`config.mk`:
```
export PLATFORM = sky130hd
export DESIGN_NAME = wdog_keyed_top
export DESIGN_NICKNAME = d
export VERILOG_FILES = /design/src/rtl/wdog_pkg.sv /design/src/rtl/wdog_tick_gen.sv /design/src/rtl/wdog_core.sv /design/src/rtl/wdog_irq.sv /design/src/rtl/wdog_keyed_top.sv
export SDC_FILE = /design/constraint.sdc
export NUM_CORES = 1
export LEC_CHECK = 0
export ABC_AREA = 1
export BUFFER_PORTS_ARGS = -buffer_cell sky130_fd_sc_hd__buf_2
export CAP_MARGIN = 15
export CORE_MARGIN = 4
export CORE_UTILIZATION = 45
export CTS_BUF_LIST = sky130_fd_sc_hd__clkbuf_8
export CTS_CLUSTER_SIZE = 25
export DETAILED_ROUTE_END_ITERATION = 6
export PLACE_DENSITY = 0.73
export SLEW_MARGIN = 20
export SYNTH_ARGS = -nofsm -noshare
export SYNTH_HDL_FRONTEND = slang
export SYNTH_SLANG_ARGS = --single-unit
export TNS_END_PERCENT = 20
```
`constraint.sdc`:
```
create_clock -name clk -period 2.3 [get_ports clk]
set_input_delay 0.23 -clock clk [delete_from_list [all_inputs] [get_ports clk]]
set_output_delay 0.23 -clock clk [all_outputs]
set_load 0.05 [all_outputs]
```
`src/rtl/wdog_pkg.sv`:
```
package wdog_pkg;

    localparam int DATA_W = 16;
    localparam int CNT_W  = DATA_W - 1;
    localparam int ADDR_W = 6;

    // Register offsets: software-visible, so fixed
    localparam logic [ADDR_W-1:0] A_FEED   = 6'h00;
    localparam logic [ADDR_W-1:0] A_TMO    = 6'h04;
    localparam logic [ADDR_W-1:0] A_DIS1   = 6'h08;
    localparam logic [ADDR_W-1:0] A_DIS2   = 6'h0C;
    localparam logic [ADDR_W-1:0] A_STAT   = 6'h10;
    localparam logic [ADDR_W-1:0] A_CNT    = 6'h14;
    localparam logic [ADDR_W-1:0] A_DBG    = 6'h18;
    localparam logic [ADDR_W-1:0] A_RESUME = 6'h1C;
    localparam logic [ADDR_W-1:0] A_EVT    = 6'h20;
    localparam logic [ADDR_W-1:0] A_MASK   = 6'h24;
    localparam logic [ADDR_W-1:0] A_FORCE  = 6'h28;

    // Action keys and coded read values
    localparam logic [DATA_W-1:0] K_FEED   = 16'hFEED;
    localparam logic [DATA_W-1:0] K_DIS1   = 16'h2BAD;
    localparam logic [DATA_W-1:0] K_DIS2   = 16'hCAFE;
    localparam logic [DATA_W-1:0] K_RESUME = 16'hACED;
    localparam logic [DATA_W-1:0] K_CLR    = 16'hE8B4;
    localparam logic [DATA_W-1:0] V_OFF    = 16'hDABE;
    localparam logic [DATA_W-1:0] V_TRIP   = 16'hCFE8;

    // One decoded bus write, at most one action bit set besides any_wr
    typedef struct packed {
        logic any_wr;
        logic feed;
        logic dis1;
        logic dis2;
        logic resume;
        logic clr;
        logic tmo_we;
        logic dbg_we;
        logic ack;
        logic mask_we;
        logic force_we;
    } wdog_cmd_t;

    function automatic wdog_cmd_t decode_write(
        input logic              wr,
        input logic [ADDR_W-1:0] a,
        input logic [DATA_W-1:0] d
    );
        wdog_cmd_t c;
        c          = '0;
        c.any_wr   = wr;
        c.feed     = wr && a == A_FEED   && d == K_FEED;
        c.dis1     = wr && a == A_DIS1   && d == K_DIS1;
        c.dis2     = wr && a == A_DIS2   && d == K_DIS2;
        c.resume   = wr && a == A_RESUME && d == K_RESUME;
        c.clr      = wr && a == A_STAT   && d == K_CLR;
        c.tmo_we   = wr && a == A_TMO;
        c.dbg_we   = wr && a == A_DBG;
        c.ack      = wr && a == A_EVT    && d[0];
        c.mask_we  = wr && a == A_MASK;
        c.force_we = wr && a == A_FORCE;
        return c;
    endfunction

endpackage

```
`src/rtl/wdog_tick_gen.sv`:
```
module wdog_tick_gen
    import wdog_pkg::*;
#(
    parameter int PRESCALE = 320
) (
    input  logic clk,
    input  logic rst,
    input  logic slow_clk,
    input  logic run,
    input  logic clr,
    output logic unit_tick,
    output logic unsettled
);
    localparam int PW = (PRESCALE > 1) ? $clog2(PRESCALE) : 1;
    localparam logic [PW-1:0] PMAX = PW'(PRESCALE - 1);

    logic [2:0]    sync_q;
    logic [PW-1:0] pre_q;
    logic          edge_seen;

    always_ff @(posedge clk) begin
        if (rst) sync_q <= '0;
        else     sync_q <= {sync_q[1:0], slow_clk};
    end

    assign edge_seen = sync_q[1] && !sync_q[2];
    assign unsettled = sync_q[0] ^ sync_q[2];
    assign unit_tick = edge_seen && run && (pre_q == PMAX);

    always_ff @(posedge clk) begin
        if (rst || clr)           pre_q <= '0;
        else if (edge_seen && run) pre_q <= (pre_q == PMAX) ? '0 : pre_q + 1'b1;
    end
endmodule

```
`src/rtl/wdog_core.sv`:
```
module wdog_core
    import wdog_pkg::*;
#(
    parameter int RST_CYCLES = 16,
    parameter int TMO_INIT   = 6000
) (
    input  logic             clk,
    input  logic             rst,
    input  wdog_cmd_t        cmd,
    input  logic [DATA_W-1:0] wdata,
    input  logic             dbg_mode,
    input  logic             unit_tick,
    output logic             en,
    output logic             run,
    output logic             feed_ok,
    output logic             armed,
    output logic [CNT_W-1:0] cnt,
    output logic [CNT_W-1:0] tmo,
    output logic             sticky,
    output logic             ovr,
    output logic             prebark,
    output logic             sys_rst_out
);
    localparam int RW = $clog2(RST_CYCLES + 1);

    logic          started;
    logic          dis_ok;
    logic          counting;
    logic          trip;
    logic [RW-1:0] rcnt;

    assign dis_ok   = cmd.dis2 && armed;
    assign feed_ok  = cmd.feed && en;
    assign run      = en && started && (!dbg_mode || ovr);
    assign counting = unit_tick && !dis_ok && !feed_ok;
    assign trip     = counting && (cnt <= CNT_W'(1));
    assign prebark  = counting && (cnt == CNT_W'(2));
    assign sys_rst_out = (rcnt != '0);

    always_ff @(posedge clk) begin
        if (rst) begin
            en      <= 1'b0;
            started <= 1'b0;
            cnt     <= '0;
        end else begin
            if (dis_ok) begin
                en      <= 1'b0;
                started <= 1'b0;
            end else if (cmd.resume) begin
                en      <= 1'b1;
            end
            if (feed_ok && !dis_ok) begin
                cnt     <= tmo;
                started <= 1'b1;
            end else if (trip) begin
                cnt     <= tmo;
            end else if (counting) begin
                cnt     <= cnt - 1'b1;
            end
        end
    end

    always_ff @(posedge clk) begin
        if (rst) begin
            tmo    <= CNT_W'(TMO_INIT);
            ovr    <= 1'b0;
            armed  <= 1'b0;
            sticky <= 1'b0;
            rcnt   <= '0;
        end else begin
            if (cmd.tmo_we) tmo <= wdata[CNT_W-1:0];
            if (cmd.dbg_we) ovr <= wdata[0];
            if (cmd.dis1)        armed <= 1'b1;
            else if (cmd.any_wr) armed <= 1'b0;
            if (trip)          sticky <= 1'b1;
            else if (cmd.clr)  sticky <= 1'b0;
            if (trip)               rcnt <= RW'(RST_CYCLES);
            else if (rcnt != '0)    rcnt <= rcnt - 1'b1;
        end
    end
endmodule

```
`src/rtl/wdog_irq.sv`:
```
module wdog_irq
    import wdog_pkg::*;
(
    input  logic              clk,
    input  logic              rst,
    input  wdog_cmd_t         cmd,
    input  logic [DATA_W-1:0] wdata,
    input  logic              prebark,
    output logic              evt,
    output logic              mask,
    output logic              force_q,
    output logic              irq
);
    always_ff @(posedge clk) begin
        if (rst) begin
            evt     <= 1'b0;
            mask    <= 1'b0;
            force_q <= 1'b0;
        end else begin
            if (force_q || prebark) evt <= 1'b1;
            else if (cmd.ack)       evt <= 1'b0;
            if (cmd.mask_we)  mask    <= wdata[0];
            if (cmd.force_we) force_q <= wdata[0];
        end
    end

    assign irq = evt && mask;
endmodule

```
`src/rtl/wdog_keyed_top.sv`:
```
module wdog_keyed_top
    import wdog_pkg::*;
#(
    parameter int PRESCALE   = 320,
    parameter int RST_CYCLES = 16,
    parameter int TMO_INIT   = 6000
) (
    input  logic              clk,
    input  logic              rst,
    input  logic              slow_clk,
    input  logic              dbg_mode,
    input  logic [ADDR_W-1:0] bus_addr,
    input  logic              bus_wr,
    input  logic              bus_rd,
    input  logic [DATA_W-1:0] bus_wdata,
    output logic [DATA_W-1:0] bus_rdata,
    output logic              irq,
    output logic              sys_rst_out
);
    wdog_cmd_t        cmd;
    logic             unit_tick, unsettled;
    logic             en, run, feed_ok, armed, sticky, ovr, prebark;
    logic             evt, mask, force_q;
    logic [CNT_W-1:0] cnt, tmo;
    logic [DATA_W-1:0] rmux;

    assign cmd = decode_write(bus_wr, bus_addr, bus_wdata);

    wdog_tick_gen #(.PRESCALE(PRESCALE)) u_tick (
        .clk(clk), .rst(rst), .slow_clk(slow_clk), .run(run), .clr(feed_ok),
        .unit_tick(unit_tick), .unsettled(unsettled)
    );

    wdog_core #(.RST_CYCLES(RST_CYCLES), .TMO_INIT(TMO_INIT)) u_core (
        .clk(clk), .rst(rst), .cmd(cmd), .wdata(bus_wdata), .dbg_mode(dbg_mode),
        .unit_tick(unit_tick), .en(en), .run(run), .feed_ok(feed_ok),
        .armed(armed), .cnt(cnt), .tmo(tmo), .sticky(sticky), .ovr(ovr),
        .prebark(prebark), .sys_rst_out(sys_rst_out)
    );

    wdog_irq u_irq (
        .clk(clk), .rst(rst), .cmd(cmd), .wdata(bus_wdata), .prebark(prebark),
        .evt(evt), .mask(mask), .force_q(force_q), .irq(irq)
    );

    always_comb begin
        rmux = '0;
        case (bus_addr)
            A_TMO:   rmux = {1'b0, tmo};
            A_DIS2:  rmux = en ? '0 : V_OFF;
            A_STAT:  rmux = sticky ? V_TRIP : '0;
            A_CNT:   rmux = {unsettled, cnt};
            A_DBG:   rmux = {{(DATA_W-2){1'b0}}, dbg_mode, ovr};
            A_EVT:   rmux = {{(DATA_W-1){1'b0}}, evt};
            A_MASK:  rmux = {{(DATA_W-1){1'b0}}, mask};
            A_FORCE: rmux = {{(DATA_W-1){1'b0}}, force_q};
            default: rmux = '0;
        endcase
    end

    assign bus_rdata = bus_rd ? rmux : '0;
endmodule

```
Yosys cells after proc, flatten, opt, wreduce, memory -nomap -nowiden
Cells that the tools add are included.
{"block": "word_totals", "register_bits": 55, "in_bits": 28, "output_inout_bits": 18, "elab_cells": 100}
{"block": "op_classes", "add_sub_neg": 3, "order_cmp": 1, "eq_ne": 17, "n_mux": 18, "n_bitwise": 1, "n_reduce_logical": 46}
{"cell": "case mux 16 bit (8 select lines)", "count": 1}
{"cell": "== test 16 bit, second input constant", "count": 4}
{"cell": "2-to-1 mux 16 bit", "count": 3}
{"cell": "2-to-1 mux 15 bit", "count": 3}
{"cell": "logical AND 1 bit", "count": 29}
{"cell": "== test 6 x 5 -> 1 bit, second input constant", "count": 4}
{"cell": "== test 6 bit, second input constant", "count": 3}
{"cell": "== test 16 x 14 -> 1 bit, second input constant", "count": 1}
{"cell": "== test 15 x 2 -> 1 bit, second input constant", "count": 1}
{"cell": "less-or-equal comparator 15 x 1 -> 1 bit, second input constant", "count": 1}
{"cell": "subtractor 15 x 1 -> 15 bit, second input constant", "count": 1}
{"cell": "== test 6 x 4 -> 1 bit, second input constant", "count": 2}
{"cell": "2-to-1 mux 5 bit", "count": 2}
{"cell": "nonzero test 2 bit", "count": 5}
{"cell": "adder 9 x 1 -> 9 bit, second input constant", "count": 1}
{"cell": "== test 9 bit, second input constant", "count": 1}
{"cell": "2-to-1 mux 9 bit", "count": 1}
{"cell": "2-to-1 mux 1 bit", "count": 8}
{"cell": "== test 6 x 3 -> 1 bit, second input constant", "count": 1}
{"cell": "zero test 6 bit", "count": 1}
{"cell": "nonzero test 5 bit", "count": 1}
{"cell": "subtractor 5 x 1 -> 5 bit, second input constant", "count": 1}
{"cell": "zero test 1 bit", "count": 4}
{"cell": "OR reduction 2 bit", "count": 2}
{"cell": "other kinds (3)", "count": 5}

Depth between registers and ports, before layout
{"block": "depth", "ltp_word": 10, "ltp_mapped": 12, "mapped_depth_nobuf": 12}

By module
From an unflattened synthesis, not the netlist that was laid out.
{"block": "hier_totals", "cells_unflattened": 587, "hier_area_um2": 3661.0}
{"mod": "wdog_core", "n_inst": 1, "cells_each": 317, "area_each_um2": 2154.6, "seq_area_each_um2": 800.8}
{"mod": "wdog_keyed_top", "n_inst": 1, "cells_each": 171, "area_each_um2": 795.8, "seq_area_each_um2": 0.0}
{"mod": "wdog_tick_gen", "n_inst": 1, "cells_each": 80, "area_each_um2": 584.3, "seq_area_each_um2": 240.2}
{"mod": "wdog_irq", "n_inst": 1, "cells_each": 19, "area_each_um2": 126.4, "seq_area_each_um2": 60.1}

Least setup slack after synthesis
OpenSTA, ideal clock, no wires.
{"block": "synth_path", "path_type": "input -> output", "startpoint": "input bus_addr[1]", "endpoint": "output bus_rdata[0]", "t_arrival_ns": 1.819, "required_time_ns": 2.070, "setup_slack_ns": 0.251, "stages": 6, "path_buffers": 1, "path_cell_list": "nor2_2 -> nand3_1 -> nor2_1 -> buf_2 -> a22oi_1 -> a41oi_1"}
{"block": "synth_via", "elab_chain_len": 3, "word_cells_on_any_way": 10, "cone_classes": "eq/ne (8); mux (2)"}
{"item": "start, declared", "line": "wdog_keyed_top.sv:12", "source": "input logic [ADDR_W-1:0] bus_addr,"}
{"item": "== test 6 bit (tied with other cells)", "line": "wdog_keyed_top.sv:48", "source": "case (bus_addr)"}
{"item": "case mux 16 bit (8 select lines) *", "line": "wdog_keyed_top.sv:48"}
{"item": "2-to-1 mux 16 bit *", "line": "wdog_keyed_top.sv:61", "source": "assign bus_rdata = bus_rd ? rmux : '0;"}
{"item": "end, declared", "line": "wdog_keyed_top.sv:16", "source": "output logic [DATA_W-1:0] bus_rdata,"}
Every way passes the cells marked *; elsewhere a longest branch is shown, timed or not.

Final worst setup path
{"block": "layout_path", "startpoint": "input bus_addr[5]", "endpoint": "output bus_rdata[5]"}
The elaborated chain is that of the path after synthesis.

==> key figures <==
Global route
  • Initial antenna violation count: 0
  • Gr ovfl total: 0
  • GRT Overall Usage: 0.2268
  • First-pass GRT wire length: 16,370 µm
  • Vias in the first global route: 3,588
  • Largest net degree at the start of global routing: 28

Clock tree
  • Worst skew pair latency: 0.32 ns
  • Clock tree root driver cell: clkbuf_8
  • CTS sink cnt: 55
  • Hold Buf Count CTS: 0
  • Worst-path clk slew: 0.12 ns
  • TritonCTS clock tree: yes
  • H-tree Lvls: 2
  • TritonCTS Buffers: 5
  • Clock Tree Buf Depth: 2
  • Setup repair bufs after CTS: 0
  • Post-cts sizing count: 0

Floorplan
  • Initial core utilization: 0.4711
  • Die X: 95.84 µm
  • IO Count: 46
  • Die ar.: 9185 µm²
  • Row cnt: 31
  • Die Y: 95.84 µm
  • Core area: 7370 µm²

Timing
  • Crit share post-route: 0.8918
  • Slew headroom: 0.5880
  • Setup clock skew after layout: 0.01422 ns
  • Setup_tns: 0 ns
  • Final Setup Violations: 0
  • Max-slew violations: 0
  • RSZ-0062 raised after global routing: no
  • Worst Hold Slack: 0.09893 ns
  • Fmax: 487.5 MHz
  • Final Hold Vio Count: 0
  • Setup ws final: 0.2488 ns
  • Worst slew pin tran: 0.6115 ns
  • Fin crit period: 2.051 ns

Layout
  • Ratio of cells with drive above 1 in the final layout: 0.1391
  • Final Util: 0.5363
  • # fillers: 756
  • P&R area growth vs syn: 13.84%
  • Finished Layout Cells: 703
  • Ant diodes: 0
  • NumNets Final: 637
  • Commonest non-fill, non-tap cell in the layout: nand2_1
  • Final Cell Area: 3953 µm²
  • Most frequent cells in the layout: nand2_1 (116), inv_1 (92), nor2_1 (88)

Status
  • Status: complete, no violations

Route
  • Drt via density: 5.279
  • Routed vias: 3,711
  • Drt drc: 0
  • Max Used Layer: met4
  • DR pass1 iterations: 5
  • Met3 routed WL: 610 µm
  • Met2 wire length: 4592 µm
  • Antenna-violating nets left: 0
  • Drt total wl: 9929 µm
  • Wire per inst: 14.12 µm
  • Met1 Routed Length: 4344 µm
  • Initial DRC Count: 261

Power
  • Worst vdd ir: 0.0002461 V
  • Lkg Pwr: 1.926 nW
  • Power Density: 511.5 nW/µm²
  • Final Power: 2.022 mW

Setup path
  • CP required: 2.07 ns
  • CP Max Fanout: 7
  • CP Launch Type: input port
  • CP arrival: 1.82 ns
  • Worst Setup End Kind: output pin
  • CP Class: in -> out

Placement
  • GPL Wtd Cong: 0.9404
  • Placed instance count: 689
  • Final HPWL DP: 7719 µm
  • IO buf count: 45
  • Post-placement setup slack: 0.2605 ns
  • Post-DP Area: 3811 µm²

Yosys
  • Avg Inst Size Synth: 6.301 µm²
  • Syn_nets: 585
  • Synthesized instance count: 551
  • Post-synthesis cell area: 3472 µm²
  • Post-synthesis sequential area ratio: 0.3171
  • Netlist cell types: 42
  • Yosys reg bits: 55
  • Yosys Warn Count: 0

Job
  • MaxCap Viol Count: 0

Hold path
  • Worst hold path type: in -> reg
power breakdown:
group	total, mW	internal [mW]	switching, mW
Combinational	0.416	0.137	0.279
Clock	0.586	0.225	0.361
Sequential	1.02	0.994	0.0258
Total	2.02	1.36	0.666
registers in the layout, summed over array words and instances, names as in the netlist:
signal / flops
u_tick.pre_q: 9
u_core.en: 1
u_core.ovr: 1
u_core.started: 1
u_core.sticky: 1
u_irq.force_q: 1
u_core.cnt: 15
u_irq.mask: 1
u_tick.sync_q: 3
u_core.tmo: 15
u_core.armed: 1
u_irq.evt: 1
u_core.rcnt: 5
metal layers:
layer,vias up,track usage
li1,1879,-
met1,1665,0.2774
met2,134,0.3862
met3,33,0.03675
met4,0,0.1090
met5,-,0
cell families after synthesis:
group | synth area share
DFF | 0.3171
and+or+nand+nor | 0.3369
AOI/OAI and AO/OA | 0.1762
adders and majority gates | 0.02162
xor gates and xnor gates | 0.03027
buffers and inverters | 0.1178
final cells by class:
class,count,area [µm²],share of cell area
Timing Repair Buffer,55,312.8,0.07914
Multi-Input combinational cell,391,1962,0.4964
Tap cell,99,123.9,0.03134
Clock buffer,5,68.82,0.01741
Clock inverter,3,27.53,0.006964
Sequential cell,55,1101,0.2786
Inverter,95,356.6,0.09022
synth_stat cells (all sizes together):
cell,number,area share
xor2,10,0.025
o21ai,33,0.051
nor4,1,0.0018
a221o,1,0.0029
a21oi,37,0.053
nor3,6,0.0086
a22oi,2,0.0043
clkinv,1,0.0011
nor2,96,0.11
o21bai,1,0.0022
clkbuf,4,0.0043
nand2,122,0.14
inv,94,0.10
o211ai,1,0.0022
a41oi,1,0.0025
ha,6,0.022
a221oi,7,0.018
dfxtp,55,0.32
xnor2,2,0.0050
and3,1,0.0018
nand4,9,0.016
buf,6,0.011
a31oi,6,0.014
o221ai,5,0.013
a211oi,5,0.011
nand3,35,0.052
or2,1,0.0018
o41ai,1,0.0025
nor3b,1,0.0022
nor4b,1,0.0025
worst max-delay path, cell delays in order:
cell and delay [ns]:
buf_2 0.11, nor2_1 0.23, nand3_1 0.14, nor2_1 0.22
inv_1 0.10, nand2_1 0.26, a221oi_1 0.10, nor2_1 0.13
buf_2 0.29
path summary, 6_finish.rpt:
check | startpoint | slack (ns) | endpoint | cells past startpoint
setup reg to reg | u_tick.pre_q[0] | 0.30 | u_core.cnt[14] | 11
hold / removal | slow_clk | 0.1 | u_tick.sync_q[0] | 3
setup / recovery | bus_addr[5] | 0.25 | bus_rdata[5] | 9
hold reg to reg | u_tick.sync_q[1] | 0.45 | u_tick.sync_q[2] | 2
Note: power is estimated with default switching activity, not from simulation.
